### src/rtl/iq_port_pkg.sv
package iq_port_pkg;

  typedef enum logic {
    PAIR_WANT_I = 1'b0,
    PAIR_WANT_Q = 1'b1
  } pair_state_e;

endpackage

### src/rtl/iq_rate_div.sv
module iq_rate_div #(
  parameter int R_W   = 6,
  parameter int R_MIN = 2
) (
  input  logic           clk,
  input  logic           rst_n,
  input  logic [R_W-1:0] interp_r,
  output logic           ce_o
);
  localparam int CNT_W = R_W + 1;

  logic [R_W-1:0]   r_eff;
  logic [CNT_W-1:0] lim;
  logic [CNT_W-1:0] cnt_q, cnt_d;

  // Factors below the minimum behave as the minimum.
  always_comb begin
    r_eff = (interp_r < R_W'(R_MIN)) ? R_W'(R_MIN) : interp_r;
    lim   = {r_eff, 1'b0} - CNT_W'(1);
  end

  // Wrap when the limit is reached or passed, e.g. after R shrinks mid-count.
  always_comb begin
    if (cnt_q >= lim) cnt_d = '0;
    else              cnt_d = cnt_q + CNT_W'(1);
  end

  always_ff @(posedge clk or negedge rst_n) begin
    if (!rst_n) cnt_q <= '0;
    else        cnt_q <= cnt_d;
  end

  assign ce_o = (cnt_q == lim);

endmodule

### src/rtl/iq_word_fmt.sv
module iq_word_fmt #(
  parameter int WORD_W = 18
) (
  input  logic              fmt_offset,
  input  logic [WORD_W-1:0] word_i,
  output logic [WORD_W-1:0] word_o
);
  // Offset binary becomes two's complement by flipping the sign bit.
  always_comb begin
    word_o = word_i;
    if (fmt_offset) word_o[WORD_W-1] = ~word_i[WORD_W-1];
  end

endmodule

### src/rtl/iq_pair_asm.sv
module iq_pair_asm
  import iq_port_pkg::*;
#(
  parameter int WORD_W = 18
) (
  input  logic              clk,
  input  logic              rst_n,
  input  logic              ce,
  input  logic              tx_en,
  input  logic [WORD_W-1:0] word,
  output logic [WORD_W-1:0] i_out,
  output logic [WORD_W-1:0] q_out,
  output logic              out_valid,
  output logic              orphan_err
);
  pair_state_e       st_q, st_d;
  logic [WORD_W-1:0] ihold_q, ihold_d;
  logic [WORD_W-1:0] iout_q, iout_d;
  logic [WORD_W-1:0] qout_q, qout_d;
  logic              vld_q, vld_d;
  logic              err_q, err_d;

  always_comb begin
    st_d    = st_q;
    ihold_d = ihold_q;
    iout_d  = iout_q;
    qout_d  = qout_q;
    vld_d   = 1'b0;
    err_d   = 1'b0;
    if (!tx_en) begin
      // Enable gone: any waiting I word is dropped.
      if (st_q == PAIR_WANT_Q) err_d = 1'b1;
      st_d = PAIR_WANT_I;
    end else if (ce) begin
      if (st_q == PAIR_WANT_I) begin
        ihold_d = word;
        st_d    = PAIR_WANT_Q;
      end else begin
        iout_d = ihold_q;
        qout_d = word;
        vld_d  = 1'b1;
        st_d   = PAIR_WANT_I;
      end
    end
  end

  always_ff @(posedge clk or negedge rst_n) begin
    if (!rst_n) begin
      st_q    <= PAIR_WANT_I;
      ihold_q <= '0;
      iout_q  <= '0;
      qout_q  <= '0;
      vld_q   <= 1'b0;
      err_q   <= 1'b0;
    end else begin
      st_q    <= st_d;
      ihold_q <= ihold_d;
      iout_q  <= iout_d;
      qout_q  <= qout_d;
      vld_q   <= vld_d;
      err_q   <= err_d;
    end
  end

  assign i_out      = iout_q;
  assign q_out      = qout_q;
  assign out_valid  = vld_q;
  assign orphan_err = err_q;

endmodule

### src/rtl/iq_word_port.sv
module iq_word_port #(
  parameter int WORD_W = 18,
  parameter int R_W    = 6,
  parameter int R_MIN  = 2
) (
  input  logic              clk,
  input  logic              rst_n,
  input  logic [R_W-1:0]    interp_r,
  input  logic              fmt_offset,
  input  logic              tx_en,
  input  logic [WORD_W-1:0] data_in,
  output logic              word_ce,
  output logic [WORD_W-1:0] i_out,
  output logic [WORD_W-1:0] q_out,
  output logic              out_valid,
  output logic              orphan_err
);
  logic [WORD_W-1:0] word_tc;

  iq_rate_div #(.R_W(R_W), .R_MIN(R_MIN)) u_div (
    .clk      (clk),
    .rst_n    (rst_n),
    .interp_r (interp_r),
    .ce_o     (word_ce)
  );

  iq_word_fmt #(.WORD_W(WORD_W)) u_fmt (
    .fmt_offset (fmt_offset),
    .word_i     (data_in),
    .word_o     (word_tc)
  );

  iq_pair_asm #(.WORD_W(WORD_W)) u_pair (
    .clk        (clk),
    .rst_n      (rst_n),
    .ce         (word_ce),
    .tx_en      (tx_en),
    .word       (word_tc),
    .i_out      (i_out),
    .q_out      (q_out),
    .out_valid  (out_valid),
    .orphan_err (orphan_err)
  );

endmodule

### config.mk
export PLATFORM = sky130hd
export DESIGN_NAME = iq_word_port
export DESIGN_NICKNAME = d
export VERILOG_FILES = /design/src/rtl/iq_port_pkg.sv /design/src/rtl/iq_rate_div.sv /design/src/rtl/iq_word_fmt.sv /design/src/rtl/iq_pair_asm.sv /design/src/rtl/iq_word_port.sv
export SDC_FILE = /design/constraint.sdc
export NUM_CORES = 1
export LEC_CHECK = 0
export CORE_MARGIN = 2
export CORE_UTILIZATION = 35
export CTS_CLUSTER_DIAMETER = 80
export DETAILED_ROUTE_END_ITERATION = 8
export GPL_ROUTABILITY_DRIVEN = 0
export RECOVER_POWER = 100
export SLEW_MARGIN = 20
export SYNTH_ARGS = -nofsm -noshare
export SYNTH_HDL_FRONTEND = slang
export SYNTH_SLANG_ARGS = --single-unit
export TNS_END_PERCENT = 30
### constraint.sdc
create_clock -name clk -period 2.3 [get_ports clk]
set_input_delay 0.46 -clock clk [delete_from_list [all_inputs] [get_ports clk]]
set_output_delay 0.46 -clock clk [all_outputs]
set_load 0.02 [all_outputs]
# Word level (Yosys, flattened, before mapping)
# Cells that the tools add are included.
# totals
ramBits,0
mem_bits_ro,0
memories,0
regBits,64
latchBits,0
# op_classes
muxes,10
div_mod_pow,0
n_shift,0
n_addsub,2
reduce_logical,2
n_eq_ne,2
n_mul,0
n_bitwise,2
magnitude_cmp,2
# ops
cell,count
$mux 1,8
$add 7x1->7 const B,1
$eq 7x7->1,1
$ge 7x7->1,1
$mux 7,1
$sub 7x1->7 const B,1
$lt 6x2->1 const B,1
$mux 6,1
$reduce_and 3->1,2
$ne 2x1->1 const B,1
$not 1->1,2

# Logic depth before layout (Yosys ltp)
# Gate-level depths: netlist of run 1.
# logic_depth
depth_word,6
mapped_depth,11
mapped_depth_nobuf,10

# Hierarchy
# From an unflattened synthesis of run 1, not the netlist that was laid out.
# hier_totals
hier_cells,199
area_unflattened_um2,2940.3
# by_module_without_submodules
module,instances,cells_each,seq_area_each_um2,area_each_um2
iq_pair_asm,1,121,1426.4,2253.4
iq_rate_div,1,60,175.2,550.5
iq_word_fmt,1,18,0.0,136.4

# Least setup slack after synthesis of run 1
# No wires, ideal clock.
# synth_path
path_kind,input-to-reg
start,input interp_r[2]
end,register u_pair.ihold_q[10]
stages,11
arrival_ns,2.791
setup_slack_ns,-0.616
n_path_buf,1
setup_ns,0.125
cell_sequence,nor2_1 > nand2_1 > o21ai_0 > ha_1 > nand2_1 > xor2_1 > ha_1 > nand4_4 > nor4b_4 > buf_6 > mux2_2
# synth_between
elab_chain_len,5
# synth_lines
element,line_no,source
start: declaration,iq_word_port.sv:8,"input logic [R_W-1:0] interp_r,"
$lt 6x2->1,iq_rate_div.sv:18,r_eff = (interp_r < R_W'(R_MIN)) ? R_W'(R_MIN) : interp_r;
$mux 6 (*),iq_rate_div.sv:18,
$sub 7x1->7 (*),iq_rate_div.sv:19,"lim = {r_eff, 1'b0} - CNT_W'(1);"
$eq 7x7->1 (*),iq_rate_div.sv:33,assign ce_o = (cnt_q == lim);
$reduce_and 3->1 (no line) (*),-,
end signal: assignment,iq_pair_asm.sv:57,ihold_q <= ihold_d;
end: declaration,iq_pair_asm.sv:17,"logic [WORD_W-1:0] ihold_q, ihold_d;"
# Mark *: on every way between the ends. The rest lies on a longest branch, timed or not.
# A chain may end at the register's enable or synchronous reset.

# Final worst setup path of run 1
# layout_path
start,input interp_r[2]
end,register u_pair.iout_q[14] (netlist: u_pair.i_out[14])
# layout_between
elab_chain_len,5
# layout_lines
element,line_no,source
$lt 6x2->1,iq_rate_div.sv:18,
$mux 6 (*),iq_rate_div.sv:18,
$sub 7x1->7 (*),iq_rate_div.sv:19,
$eq 7x7->1 (*),iq_rate_div.sv:33,
$reduce_and 3->1 (no line) (*),-,
end signal: assignment,iq_pair_asm.sv:58,iout_q <= iout_d;
end: declaration,iq_pair_asm.sv:18,"logic [WORD_W-1:0] iout_q, iout_d;"
# Marked as above.

==> results.toml, run 1 <==
[status]
status = "complete, but fails checks"
violations = "negative setup slack"

[yosys]
synth-seq-area-share_pct = 59.7
ys_types = 25
syn_area_per_cell_sq_um = 14.7
yosys_warnings = 0
synth_nets = 218
netlist_area_sq_um = 2680
synth_cells = 182
synth_seq_cells = 64

[pwr]
leakagePower_nw = 2.07
power_switching_w = 0.000795
clkPwrFrac_pct = 33.9
irDropWorstVdd_mv = 0.354
netSwitchingFraction_pct = 26.0
power_frac_seq_pct = 45.1
pwr_density_cell_nw_per_um2 = 722
p_int_w = 0.00227
comb_power_share_pct = 21.1

[timing]
hold_violations = 0
fin_worst_skew_ps = 8.62
finalMaxSlewViolations = 0
finalCriticalPeriod_ps = 2610
max_freq_mhz = 383
setup-violations-final = 55
fin_setup_tns_ps = -13930
relSlewSlack_pct = 34.7
worst_pin_slew_ps = 980
setup_ws_ps = -312
finalCritPeriodShare_pct = 114
rsz0062_at_grt = "yes"

[placed_design]
place_hpwl_mm = 3.62
place_ws_ps = -1020
portBuffers = 66
placed_area_sq_um = 3640

[layout]
nets = 325
post-route-util_pct = 57.9
final_common_cell = "dfrtp_1"
final_cell_mix = "64 x dfrtp_1, 42 x mux2_4, 39 x dlygate4sd3_1, 19 x clkdlybuf4s50_1, 17 x buf_4"
design_area_sq_um = 4240
syn2layout_area_growth_pct = 58.1
drive_gt1_share_pct = 40.8
num_antenna_cells = 0

[global_route]
grt_max_degree = 39
grt_pass1_vias = 1978
gr-usage-all-layers_pct = 14.8
grt_first_pass_wirelength_mm = 9.76
antenna_found_initial = 0
grt_overflow = 0

[cts]
cts_tree = "built"
cts_hold_buf = 0
cts.path.max_buffers = 2
root_buffer = "clkbuf_8"
clock_sinks = 64
clkLatencyLatePin_ps = 320
cts_made_buffers = 9
htree_levels = 3
clkTransAtPathRegs_ps = 70

[worst_setup_path]
worstPathArrival_ps = 2820
crit_type = "input pin to flip-flop"
crit_slowest_cell = "mux2_2"
worstPathMaxFanout = 4
cpMostUsedCell = "buf_6"
start_kind = "input pin"
critPathMaxStageDelay_ps = 320
crit_chain = "buf_6 > nor2_4 > buf_4 > a21oi_1 > ha_2 > buf_4 > xnor2_1 > ha_1 > nand4_4 > buf_6 > buf_6 > nor3_4 > buf_6 > clkbuf_16 > mux2_2"
crit_buf_inv = 7
crit_family = "buffers and inverters"
crit_required_ps = 2500
crit_path_end_kind = "flip-flop"

[detailed_routing]
dr.pass1.iters = 3
ant_nets = 0
post_drt_wl_per_cell_microns = 16.7
wl_mm = 6.53
viasPerCell = 4.73
initialDrtViolationCount = 59
vias = 1851
drc_errors = 0

[floorplan]
die_h_microns = 91.6
ios = 67
fp.coreArea_sq_um = 7330
die_x_microns = 91.6
core.rowCount = 31
die-area_sq_um = 8380
start_util_pct = 36.6

[run]
drv_cap = 0

[min_path]
hold_path_class = "input pin to asynchronous set/reset pin"
==> logic make-up after synthesis <==
logic type / count (synthesis) / synth area share, %
buffers and inverters: 4 / 1.26
DFF: 64 / 59.7
muxes: 54 / 22.7
adders and majority gates: 8 / 3.73
AOI/OAI and AO/OA: 15 / 3.26
xor gates and xnor gates: 6 / 1.96
and+or+nand+nor: 31 / 7.46
==> stage by stage <==
stage	hold WS, ps	std cells	total power, W
CTS	46.2	383	0.00304
global route	294	391	0.00323
finish	222	391	0.00306
floorplan	164	182	0.00170
detailed placement	411	359	0.00192
global placement	409	359	0.00191
==> power by group through the flow <==
stage                     Sequential [W]  Combinational [W]  Clock [W]
after floorplan                  0.00136           0.000340          0
after global placement           0.00138           0.000523          0
after detailed placement         0.00139           0.000536          0
after CTS                        0.00137           0.000612    0.00106
after global routing             0.00140           0.000716    0.00111
final                            0.00138           0.000645    0.00104
==> synthesized netlist by cell type <==
cell type	count	area [sq um]
dfrtp_1	64	1600
mux2_2	51	574
ha_1	8	100
nand2_1	7	26.3
nor3_1	6	30.0
nor2_1	5	18.8
o21ai_0	5	25.0
a21oi_1	4	20.0
or3_1	4	25.0
xor2_1	4	35.0
a211oi_1	3	22.5
buf_4	3	22.5
mux2_1	3	33.8
nand3_1	3	15.0
xnor2_1	2	17.5
a21boi_0	1	7.51
buf_6	1	11.3
nand3_2	1	10.0
nand4_4	1	21.3
nor2b_1	1	6.26
nor3_4	1	16.3
nor3b_1	1	7.51
nor4b_4	1	23.8
o21a_1	1	7.51
o21ai_1	1	5.00
==> area by class of cell <==
class | instances | area [sq um]
Sequential cell | 64 | 1600
Fill cell | 580 | 3090
Multi-Input combinational cell | 114 | 1250
Tap cell | 99 | 124
Clock buffer | 11 | 141
Timing Repair Buffer | 100 | 1060
Clock inverter | 3 | 67.6
==> flip-flops by register name, summed over array words and instances (netlist names) <==
register and cells:
u_pair.st_q 1, u_pair.ihold_q 18, u_pair.q_out 18, u_pair.orphan_err 1, u_pair.out_valid 1, u_div.cnt_q 7, u_pair.i_out 18
==> final timing paths <==
kind	from	slack, ps	endpoint	cells past startpoint
setup / recovery	interp_r[2]	-310	u_pair.i_out[14]	15
hold / removal	rst_n	220	u_pair.q_out[9]	1
setup reg to reg	u_div.cnt_q[6]	210	u_pair.i_out[14]	8
hold reg to reg	u_pair.i_out[8]	510	u_pair.i_out[8]	1
max in group asynchronous	rst_n	610	u_pair.q_out[1]	2
min in group clk	u_pair.i_out[8]	510	u_pair.i_out[8]	1
==> layer usage <==
| layer | track usage [%] | vias up | wire length (microns) |
|---|---|---|---|
| li1 | - | 868 | - |
| met1 | 19.5 | 932 | 2990 |
| met2 | 22.3 | 47 | 3100 |
| met3 | 6.06 | 4 | 419 |
| met4 | 4.55 | 0 | 22 |
| met5 | 0 | - | 0 |
==> what timing repair did <==
action                                  in CTS  in global routing
endpoints found under the setup margin      64                 60
pin swaps                                   13                 10
resized for setup                           62                 24
setup buffers                                7                  5
cloned                                       3                  4
No activity file was read; power rests on OpenSTA's default activity.
==> inputs of run 2 (changes only) <==
- CORE_UTILIZATION: 35 -> 44
- PLACE_DENSITY: unset -> 0.76
==> run 2 against run 1 <==
Count of clock-buffer cells in the layout decreased by 2. Via count increased by 3.0%. Sequential share of layout area grew 0.26 points. Clock skew decreased by 0.93 ps. Die area is 20% lower. Clock power is essentially flat. Cell count decreased by 6.1%. Flip-flop and latch count stayed put. Sequential power about the same. Worst hold slack improved by 230 ps. The run still ends with negative setup slack left.
==> results.toml, run 2 (synthesis results as in run 1) <==
[worst_setup_path]
crit_path_end_kind = "flip-flop"
worstPathMaxFanout = 8
rr_worst_depth = 7
worstPathArrival_ps = 2820
r2r-start = "u_div.cnt_q[2]"
r2r-end = "u_pair.ihold_q[14]"
crit_type = "input pin to flip-flop"
crit_required_ps = 2520
start_kind = "input pin"
r2r_slack_ps = 180

[pwr]
pwr_density_cell_nw_per_um2 = 735
irDropWorstVdd_mv = 0.573
netSwitchingFraction_pct = 27.8
leakagePower_nw = 2.05
power_frac_seq_pct = 44.8
p_int_w = 0.00223
p_total_w = 0.00310
power_switching_w = 0.000862
comb_power_share_pct = 20.7
clkPwrFrac_pct = 34.5

[detailed_routing]
initialDrtViolationCount = 92
viasPerCell = 5.19
wl_mm = 6.39
ant_nets = 0
drc_errors = 0
post_drt_wl_per_cell_microns = 17.4
dr.pass1.iters = 4
vias = 1906

[timing]
finalCritPeriodShare_pct = 113
fin_worst_hold_slack_ps = 453
setup-violations-final = 55
setup_ws_ps = -297
worst_pin_slew_ps = 1460
finalCriticalPeriod_ps = 2600
fin_setup_tns_ps = -14950
finalMaxSlewViolations = 0
hold_violations = 0
max_freq_mhz = 385
fin_worst_skew_ps = 7.68
relSlewSlack_pct = 2.78
rsz0062_at_grt = "yes"

[cts]
cts_tree = "built"
clkTransAtPathRegs_ps = 70
cts.path.max_buffers = 2
clkLatencyLatePin_ps = 340
cts_made_buffers = 9
root_buffer = "clkbuf_8"
htree_levels = 3
clock_sinks = 64

[global_route]
antenna_found_initial = 0
gr-usage-all-layers_pct = 19.2
grt_first_pass_wirelength_mm = 9.52
grt_max_degree = 33
grt_pass1_vias = 1964
grt_overflow = 0

[layout]
design_area_sq_um = 4210
num_antenna_cells = 0
fill_cells = 392
final_common_cell = "dfrtp_1"
drive_gt1_share_pct = 40.8
nets = 323
syn2layout_area_growth_pct = 57.0
final_cells = 367
final_cell_mix = "64 x dfrtp_1, 50 x mux2_4, 38 x dlygate4sd3_1, 20 x clkdlybuf4s50_1, 16 x buf_4"

[placed_design]
portBuffers = 66
placed_cells = 336
placed_area_sq_um = 3620
place_hpwl_mm = 3.71

[floorplan]
die_h_microns = 82.1
die-area_sq_um = 6740
die_x_microns = 82.1
core.rowCount = 28
ios = 67
start_util_pct = 45.3
fp.coreArea_sq_um = 5920

[status]
violations = "negative setup slack"
status = "complete, but fails checks"

[run]
drv_cap = 0

[min_path]
hold_path_class = "input pin to asynchronous set/reset pin"
==> run 2: cell types whose count changed in the layout (fill, tap and decap cells not counted), moves of 2 or more <==
| cell | previous run | this run |
|---|---|---|
| buf_16 | 2 | 0 |
| clkinvlp_4 | 1 | 3 |
| mux2_2 | 12 | 3 |
| mux2_4 | 42 | 50 |
==> run 2: worst max-delay path, cell delays in order <==
cell             delay, ps
clkdlybuf4s15_2        220
or3_1                  330
nor3_1                 190
a21oi_1                 80
ha_1                   340
nand4_4                110
buf_6                  140
buf_6                  110
nor3_4                 200
buf_6                  160
clkbuf_16              170
mux2_4                 300
==> run 2: power by group through the flow <==
stage               clock network, W  logic (W)  registers [W]
floorplan                          0   0.000340        0.00136
global placement                   0   0.000517        0.00138
detailed placement                 0   0.000530        0.00139
CTS                          0.00108   0.000593        0.00137
global route                 0.00114   0.000709        0.00141
finish                       0.00107   0.000641        0.00139
==> run 2: layout make-up <==
class	instances	area [sq um]	area share [%]
clock buffer	9	124	2.94
multi-input combinational	114	1290	30.6
clock inverter	7	96.3	2.29
sequential	64	1600	38.0
timing repair buffer	98	1010	23.9
tap	75	93.8	2.23
==> run 2: routing by layer <==
metal  vias up  global-route usage, %  routed length, microns
met5         -                      0                       0
met2        68                   28.5                    3090
met1       957                   26.0                    2810
met3        12                   7.93                     409
met4         0                   5.83                      71
li1        869                      -                       -
==> run 2: worst max-delay path by stage <==
stage	start	end	slack, ps
6_report	interp_r[1]	u_pair.i_out[5]	-300
5_1_grt	interp_r[2]	u_pair.i_out[5]	-410
4_1_cts	interp_r[3]	u_pair.ihold_q[8]	-260
3_5_place_dp	interp_r[2]	word_ce	-1040
3_3_place_gp	interp_r[2]	word_ce	-970
2_1_floorplan	interp_r[2]	u_pair.ihold_q[10]	-440
==> run 2: metrics by stage <==
step           util (%)  setup WS, ps
2_1_floorplan         -          -442
3_3_place_gp       61.1          -968
3_5_place_dp       61.1         -1040
4_1_cts            67.1          -263
5_1_grt            71.2          -411
6_report           71.2          -297
==> run 2: what timing repair did <==
action / CTS / global route
gates cloned: 1 / 3
pin swaps: 12 / 12
resized for setup: 53 / 43
hold buffers: 0 / 0
setup buffers: 5 / 7
setup endpoints to repair: 64 / 57
